[src/rtl/csum_pkg.sv]
package csum_pkg;

    localparam int CSUM_W = 16;

    typedef logic [7:0]        byte_t;
    typedef logic [CSUM_W-1:0] csum_t;

    typedef enum logic {
        TX_FILL  = 1'b0,
        TX_DRAIN = 1'b1
    } tx_state_e;

    typedef struct packed {
        byte_t data;
        logic  last;
    } beat_t;

    // ones-complement addition with end-around carry
    function automatic csum_t oc_add(csum_t a, csum_t b);
        logic [CSUM_W:0] s;
        s = {1'b0, a} + {1'b0, b};
        return s[CSUM_W-1:0] + {{(CSUM_W-1){1'b0}}, s[CSUM_W]};
    endfunction

    // place a byte in the high or low half of a 16-bit word
    function automatic csum_t lane(byte_t b, logic hi);
        return hi ? {b, 8'h00} : {8'h00, b};
    endfunction

endpackage

[src/rtl/csum_frame_buf.sv]
module csum_frame_buf import csum_pkg::*; #(
    parameter  int DEPTH = 256,
    localparam int AW    = $clog2(DEPTH)
) (
    input  logic          clk,
    input  logic          wr_en,
    input  logic [AW-1:0] wr_addr,
    input  byte_t         wr_data,
    input  logic [AW-1:0] rd_addr,
    output byte_t         rd_data
);

    byte_t mem [DEPTH];

    always_ff @(posedge clk) begin
        if (wr_en) mem[wr_addr] <= wr_data;
    end

    assign rd_data = mem[rd_addr];

endmodule

[src/rtl/csum_tx_engine.sv]
module csum_tx_engine import csum_pkg::*; #(
    parameter  int MAX_LEN = 256,
    localparam int OFF_W   = $clog2(MAX_LEN),
    localparam int LEN_W   = OFF_W + 1
) (
    input  logic             clk,
    input  logic             rst,
    input  byte_t            in_data,
    input  logic             in_valid,
    input  logic             in_last,
    output logic             in_ready,
    input  logic [OFF_W-1:0] start_off,
    input  logic [OFF_W-1:0] ins_off,
    input  csum_t            seed,
    output byte_t            out_data,
    output logic             out_valid,
    output logic             out_last,
    input  logic             out_ready
);

    tx_state_e        state;
    logic [LEN_W-1:0] wr_idx, rd_idx, len_q, frame_len;
    logic [OFF_W-1:0] start_q, ins_q, cur_start, cur_ins;
    csum_t            acc, acc_base, acc_next, csum_q;
    logic             apply_q, first, in_range, take, fits;
    logic             at_hi, at_lo;
    byte_t            buf_byte;
    beat_t            ob;

    assign in_ready  = (state == TX_FILL);
    assign take      = in_valid && in_ready;
    assign first     = (wr_idx == '0);
    assign cur_start = first ? start_off : start_q;
    assign cur_ins   = first ? ins_off   : ins_q;
    assign acc_base  = first ? seed      : acc;
    assign in_range  = (wr_idx >= {1'b0, cur_start});
    // pairing is relative to the start offset
    assign acc_next  = in_range ? oc_add(acc_base, lane(in_data, ~(wr_idx[0] ^ cur_start[0])))
                                : acc_base;
    assign frame_len = wr_idx + 1'b1;
    assign fits      = ({1'b0, cur_start} < frame_len) &&
                       (({2'b00, cur_ins} + (LEN_W+1)'(2)) <= {1'b0, frame_len});

    csum_frame_buf #(.DEPTH(MAX_LEN)) i_buf (
        .clk     (clk),
        .wr_en   (take),
        .wr_addr (wr_idx[OFF_W-1:0]),
        .wr_data (in_data),
        .rd_addr (rd_idx[OFF_W-1:0]),
        .rd_data (buf_byte)
    );

    assign at_hi = apply_q && (rd_idx == {1'b0, ins_q});
    assign at_lo = apply_q && (rd_idx == ({1'b0, ins_q} + 1'b1));

    always_comb begin
        ob.data = buf_byte;
        if (at_hi)      ob.data = csum_q[15:8];
        else if (at_lo) ob.data = csum_q[7:0];
        ob.last = (rd_idx == (len_q - 1'b1));
    end

    assign out_valid = (state == TX_DRAIN);
    assign out_data  = ob.data;
    assign out_last  = ob.last;

    always_ff @(posedge clk) begin
        if (rst) begin
            state   <= TX_FILL;
            wr_idx  <= '0;
            rd_idx  <= '0;
            len_q   <= '0;
            start_q <= '0;
            ins_q   <= '0;
            acc     <= '0;
            csum_q  <= '0;
            apply_q <= 1'b0;
        end else begin
            case (state)
                TX_FILL: if (take) begin
                    acc <= acc_next;
                    if (first) begin
                        start_q <= start_off;
                        ins_q   <= ins_off;
                    end
                    if (in_last) begin
                        len_q   <= frame_len;
                        csum_q  <= ~acc_next;
                        apply_q <= fits;
                        wr_idx  <= '0;
                        rd_idx  <= '0;
                        state   <= TX_DRAIN;
                    end else begin
                        wr_idx  <= wr_idx + 1'b1;
                    end
                end
                TX_DRAIN: if (out_ready) begin
                    if (ob.last) begin
                        rd_idx <= '0;
                        state  <= TX_FILL;
                    end else begin
                        rd_idx <= rd_idx + 1'b1;
                    end
                end
                default: state <= TX_FILL;
            endcase
        end
    end

endmodule

[src/rtl/csum_rx_engine.sv]
module csum_rx_engine import csum_pkg::*; #(
    parameter  int SUM_START = 14,
    localparam int CW        = $clog2(SUM_START + 1)
) (
    input  logic  clk,
    input  logic  rst,
    input  byte_t in_data,
    input  logic  in_valid,
    input  logic  in_last,
    output logic  in_ready,
    output byte_t out_data,
    output logic  out_valid,
    output logic  out_last,
    input  logic  out_ready,
    output csum_t sts_sum,
    output logic  sts_valid,
    input  logic  sts_ready
);

    logic [CW-1:0] hdr_cnt;
    logic          phase, in_range, take;
    csum_t         acc, acc_next;

    assign in_ready  = out_ready && !sts_valid;
    assign out_valid = in_valid && !sts_valid;
    assign out_data  = in_data;
    assign out_last  = in_last;
    assign take      = in_valid && in_ready;
    assign in_range  = (hdr_cnt == CW'(SUM_START));
    assign acc_next  = in_range ? oc_add(acc, lane(in_data, ~phase)) : acc;

    always_ff @(posedge clk) begin
        if (rst) begin
            hdr_cnt   <= '0;
            phase     <= 1'b0;
            acc       <= '0;
            sts_sum   <= '0;
            sts_valid <= 1'b0;
        end else begin
            if (sts_valid && sts_ready) sts_valid <= 1'b0;
            if (take) begin
                if (in_last) begin
                    sts_sum   <= acc_next;
                    sts_valid <= 1'b1;
                    hdr_cnt   <= '0;
                    phase     <= 1'b0;
                    acc       <= '0;
                end else begin
                    acc <= acc_next;
                    if (in_range) phase   <= ~phase;
                    else          hdr_cnt <= hdr_cnt + 1'b1;
                end
            end
        end
    end

endmodule

[src/rtl/csum_offload_top.sv]
module csum_offload_top import csum_pkg::*; #(
    parameter  int MAX_LEN   = 256,
    parameter  int RX_START  = 14,
    localparam int OFF_W     = $clog2(MAX_LEN)
) (
    input  logic             clk,
    input  logic             rst,
    input  logic [7:0]       tx_in_data,
    input  logic             tx_in_valid,
    input  logic             tx_in_last,
    output logic             tx_in_ready,
    input  logic [OFF_W-1:0] tx_start_off,
    input  logic [OFF_W-1:0] tx_insert_off,
    input  logic [15:0]      tx_seed,
    output logic [7:0]       tx_out_data,
    output logic             tx_out_valid,
    output logic             tx_out_last,
    input  logic             tx_out_ready,
    input  logic [7:0]       rx_in_data,
    input  logic             rx_in_valid,
    input  logic             rx_in_last,
    output logic             rx_in_ready,
    output logic [7:0]       rx_out_data,
    output logic             rx_out_valid,
    output logic             rx_out_last,
    input  logic             rx_out_ready,
    output logic [15:0]      rx_sts_sum,
    output logic             rx_sts_valid,
    input  logic             rx_sts_ready
);

    csum_tx_engine #(.MAX_LEN(MAX_LEN)) i_tx (
        .clk       (clk),
        .rst       (rst),
        .in_data   (tx_in_data),
        .in_valid  (tx_in_valid),
        .in_last   (tx_in_last),
        .in_ready  (tx_in_ready),
        .start_off (tx_start_off),
        .ins_off   (tx_insert_off),
        .seed      (tx_seed),
        .out_data  (tx_out_data),
        .out_valid (tx_out_valid),
        .out_last  (tx_out_last),
        .out_ready (tx_out_ready)
    );

    csum_rx_engine #(.SUM_START(RX_START)) i_rx (
        .clk       (clk),
        .rst       (rst),
        .in_data   (rx_in_data),
        .in_valid  (rx_in_valid),
        .in_last   (rx_in_last),
        .in_ready  (rx_in_ready),
        .out_data  (rx_out_data),
        .out_valid (rx_out_valid),
        .out_last  (rx_out_last),
        .out_ready (rx_out_ready),
        .sts_sum   (rx_sts_sum),
        .sts_valid (rx_sts_valid),
        .sts_ready (rx_sts_ready)
    );

endmodule

[config.mk]
export PLATFORM = sky130hd
export DESIGN_NAME = csum_offload_top
export DESIGN_NICKNAME = d
export VERILOG_FILES = /design/src/rtl/csum_pkg.sv /design/src/rtl/csum_frame_buf.sv /design/src/rtl/csum_tx_engine.sv /design/src/rtl/csum_rx_engine.sv /design/src/rtl/csum_offload_top.sv
export SDC_FILE = /design/constraint.sdc
export NUM_CORES = 2
export LEC_CHECK = 0
export CAP_MARGIN = 20
export CORE_ASPECT_RATIO = 0.7
export CORE_MARGIN = 2
export CORE_UTILIZATION = 40
export CTS_CLUSTER_SIZE = 20
export DETAILED_ROUTE_END_ITERATION = 6
export SLEW_MARGIN = 25
export SYNTH_ARGS = -nofsm -noshare
export SYNTH_HDL_FRONTEND = slang
export SYNTH_SLANG_ARGS = --single-unit
[constraint.sdc]
create_clock -name clk -period 18 [get_ports clk]
set_input_delay 1.8 -clock clk [delete_from_list [all_inputs] [get_ports clk]]
set_output_delay 1.8 -clock clk [all_outputs]
set_load 0.02 [all_outputs]
==> results.cfg <==
[synth]
synth_edf_count = 2048
synthCells = 4397
yosysSeqAreaShare = 0.7268
yosysWarnings = 0
yosys_most_used_dff = edfxtp_1
syn_nets = 4528
syn_area_per_cell_sq_um = 20.01
netlist_top_cells_count = edfxtp_1, mux4_2, nor2_1
ys_ff_latch = 2171
synth_top_area_share = 0.6988
synthTopCellsByArea = edfxtp_1, mux4_2, dfxtp_1
yosysMostFrequentCell = edfxtp_1
synth_area_leader_cell = edfxtp_1
yosys.cell_types.count = 73
synth_area_sq_um = 88000
ys_async_sr_fraction = 0

[final_layout]
seq_area_sq_um = 63980
nets = 4677
syn_to_final_growth_pct = 12.45
multiInputGateArea_sq_um = 23000
nFillCells = 18500
drive_gt1_frac = 0.2512

[sta]
finalClockSkew_ns = 0.04836
finalHoldViolations = 0
timing.max_slew.rel_slack = 0.2737
rsz0062_at_grt = no
tightest_slew_ns = 1.086
finalCritPeriodShare = 0.5151
max_freq_mhz = 107.8
worst_slack_ns = 8.728
setup_viol = 0
setup_tns_ns = 0
period_minus_slack_ns = 9.272
slew_violations = 0

[placement]
io_buffers = 95
place.gp.congestion = 0.8257
dp_slack_ns = 9.361
post-dp-hpwl_microns = 137900

[drt]
drtIter0Drc = 6303
via_count = 44550
viasPerCell = 5.844
wl_per_cell_microns = 29.75
routed_wirelength_microns = 226800
drtAntennaViolNets = 0
dr.pass1.iters = 5
drc_errors = 0

[floorplanning]
core_sq_um = 219500
start_util = 0.4010
die_x_microns = 564.6
pin_count = 96
die-area_sq_um = 223800
fp-row-count = 144
dieHeight_microns = 396.4

[clocking]
cts_setup_buffers = 0
cts-resized-gates = 0
clock-sinks = 2171
clock_latency_ns = 0.86
cts.clk_slew.worst_paths_ns = 0.06
cts_tree = done
htreeDepth = 4
numCtsBuffers = 204
postCtsHoldBufs = 0
clockRootBuffer = clkbuf_16
clockBufferDepth = 4

[critical_path]
path_max_fanout = 41
reg2reg_setup_slack_ns = 10.38
reg2reg_to = i_tx.acc[14]$_SDFFE_PP0P_
critPathSlowestCell = buf_4
cp.arrival_ns = 7.47
crit_end = tx_out_data[2]
cp_num_buf_inv = 5
rr_worst_depth = 27
startpoint_type = register
crit_family = buffers and inverters
worstSetupPathType = reg -> out
critical_path.most_common_cell = buf_4
crit_required_ns = 16.20
cp_slowest_stage_delay_ns = 0.80
end_kind = output pin
r2r_start = i_tx.wr_idx[6]$_SDFFE_PP0P_
cp.depth = 11
path_cells = buf_4, buf_4, buf_4, mux4_2, mux4_2, mux4_2, nor3b_1, a211oi_2, buf_4, a221o_1, clkdlybuf4s50_1

[grt]
grt_use_total = 0.2014
antenna_found_initial = 12
grt_start_max_net_pins = 134
grt-ovfl-total = 0
grt_pass1_wl_microns = 323400
grt_pass1_vias = 43250

[outcome]
status = finished clean

[power_and_ir_drop]
p_leak_nw = 29.63
p_per_area_nw_per_um2 = 103.1
worst_ir_drop_vdd_mv = 0.07924

[hold_path]
min_path_cells = 2
hp-class = reg -> reg

[job]
maxCapViolCount = 0
==> logic make-up after synthesis <==
family                   count (synthesis)  share of synthesized area
buffers and inverters                  294                    0.01489
multiplexers                           739                     0.1783
adder cells (fa/ha/maj)                 74                    0.01069
AND/OR/NAND/NOR                        728                    0.03803
flip-flops                            2171                     0.7268
AO/OA/AOI/OAI                          312                    0.02347
XOR/XNOR                                79                   0.007862
==> per-stage QoR <==
| stage | total power (W) | instances | utilization | hold WS [ns] | cell area (sq um) |
|---|---|---|---|---|---|
| global route | 0.01049 | 7623 | 0.4509 | 0.4706 | 98960 |
| detailed placement | 0.006107 | 7259 | 0.4216 | 0.4439 | 92520 |
| global placement | 0.006098 | 7259 | 0.4211 | 0.4386 | 92410 |
| floorplan | 0.005911 | 4397 | - | 0.4329 | 88000 |
| CTS | 0.01026 | 7621 | 0.4505 | 0.4536 | 98860 |
| finish | 0.01020 | 7624 | 0.4509 | 0.4512 | 98960 |
==> state kept, by name (all words and copies together) (netlist names), named ones only <==
signal,count
i_rx.acc,16
i_rx.hdr_cnt,4
i_rx.phase,1
i_rx.sts_sum,16
i_rx.sts_valid,1
i_tx.acc,16
i_tx.apply_q,1
i_tx.csum_q,16
i_tx.i_buf.mem,2048
i_tx.ins_q,8
i_tx.len_q,9
i_tx.out_valid,1
i_tx.rd_idx,9
i_tx.start_q,8
i_tx.wr_idx,9
==> power by group <==
part	switching, W	internal [W]	leakage, nW	total (W)
Sequential	0.0000113	0.00553	19.4	0.00554
Clock	0.00186	0.00234	3.13	0.00420
Combinational	0.000286	0.000174	7.10	0.000460
==> worst reg2reg max path, delay by kind of cell, from the launching register on <==
kind,cells,cell delay (ns)
simple gates,12,3.16
compound gates,7,1.45
fa+ha+maj,5,1.32
buf+inv,2,0.63
flops,1,0.55
mux,1,0.43
==> layout by cell type (no fill, tap or decap), types with 13 or more instances in the layout <==
master              n
edfxtp_1         2048
mux4_2            659
nor2_1            340
clkbuf_16         207
dfxtp_1           117
buf_4             100
nand2_1            95
clkdlybuf4s50_1    86
a21oi_1            80
ha_1               72
o21ai_0            54
xnor2_1            46
nor2_2             46
a211oi_1           45
mux2i_1            44
nand3_1            42
clkinv_1           41
clkbuf_1           40
clkinv_2           39
mux2_2             36
inv_1              35
nor2b_1            34
xor2_1             33
nor3_1             26
and2_1             26
a22oi_1            15
and3_1             14
nor3b_1            14
nand3_2            14
bufinv_16          14
nand4_1            13
==> how the worst min path moves through the flow <==
stage                                  start  slack (ns)                        to
global placement    i_tx.acc[4]$_SDFFE_PP0P_        0.44  i_tx.acc[4]$_SDFFE_PP0P_
floorplan           i_tx.acc[0]$_SDFFE_PP0P_        0.43  i_tx.acc[0]$_SDFFE_PP0P_
detailed placement  i_tx.acc[6]$_SDFFE_PP0P_        0.44  i_tx.acc[6]$_SDFFE_PP0P_
CTS                 i_tx.acc[6]$_SDFFE_PP0P_        0.45  i_tx.acc[6]$_SDFFE_PP0P_
global route        i_tx.acc[9]$_SDFFE_PP0P_        0.47  i_tx.acc[9]$_SDFFE_PP0P_
finish              i_tx.acc[6]$_SDFFE_PP0P_        0.45  i_tx.acc[6]$_SDFFE_PP0P_
==> layer usage <==
metal	share of wire	vias up	track usage
li1	-	18400	-
met1	0.45	23850	0.3122
met2	0.42	2011	0.2786
met3	0.11	288	0.06228
met4	0.018	4	0.03954
met5	0.00011	-	0
==> area by class of cell <==
cell class                 count  area share
clock inverter               105    0.009002
antenna                        2  0.00005057
multi-input combinational   1932      0.2325
inverter                      36    0.001366
tap                         2920     0.03692
timing repair buffer         201     0.01856
clock buffer                 257     0.05510
sequential                  2171      0.6465
(Power assumes the default switching activity.)
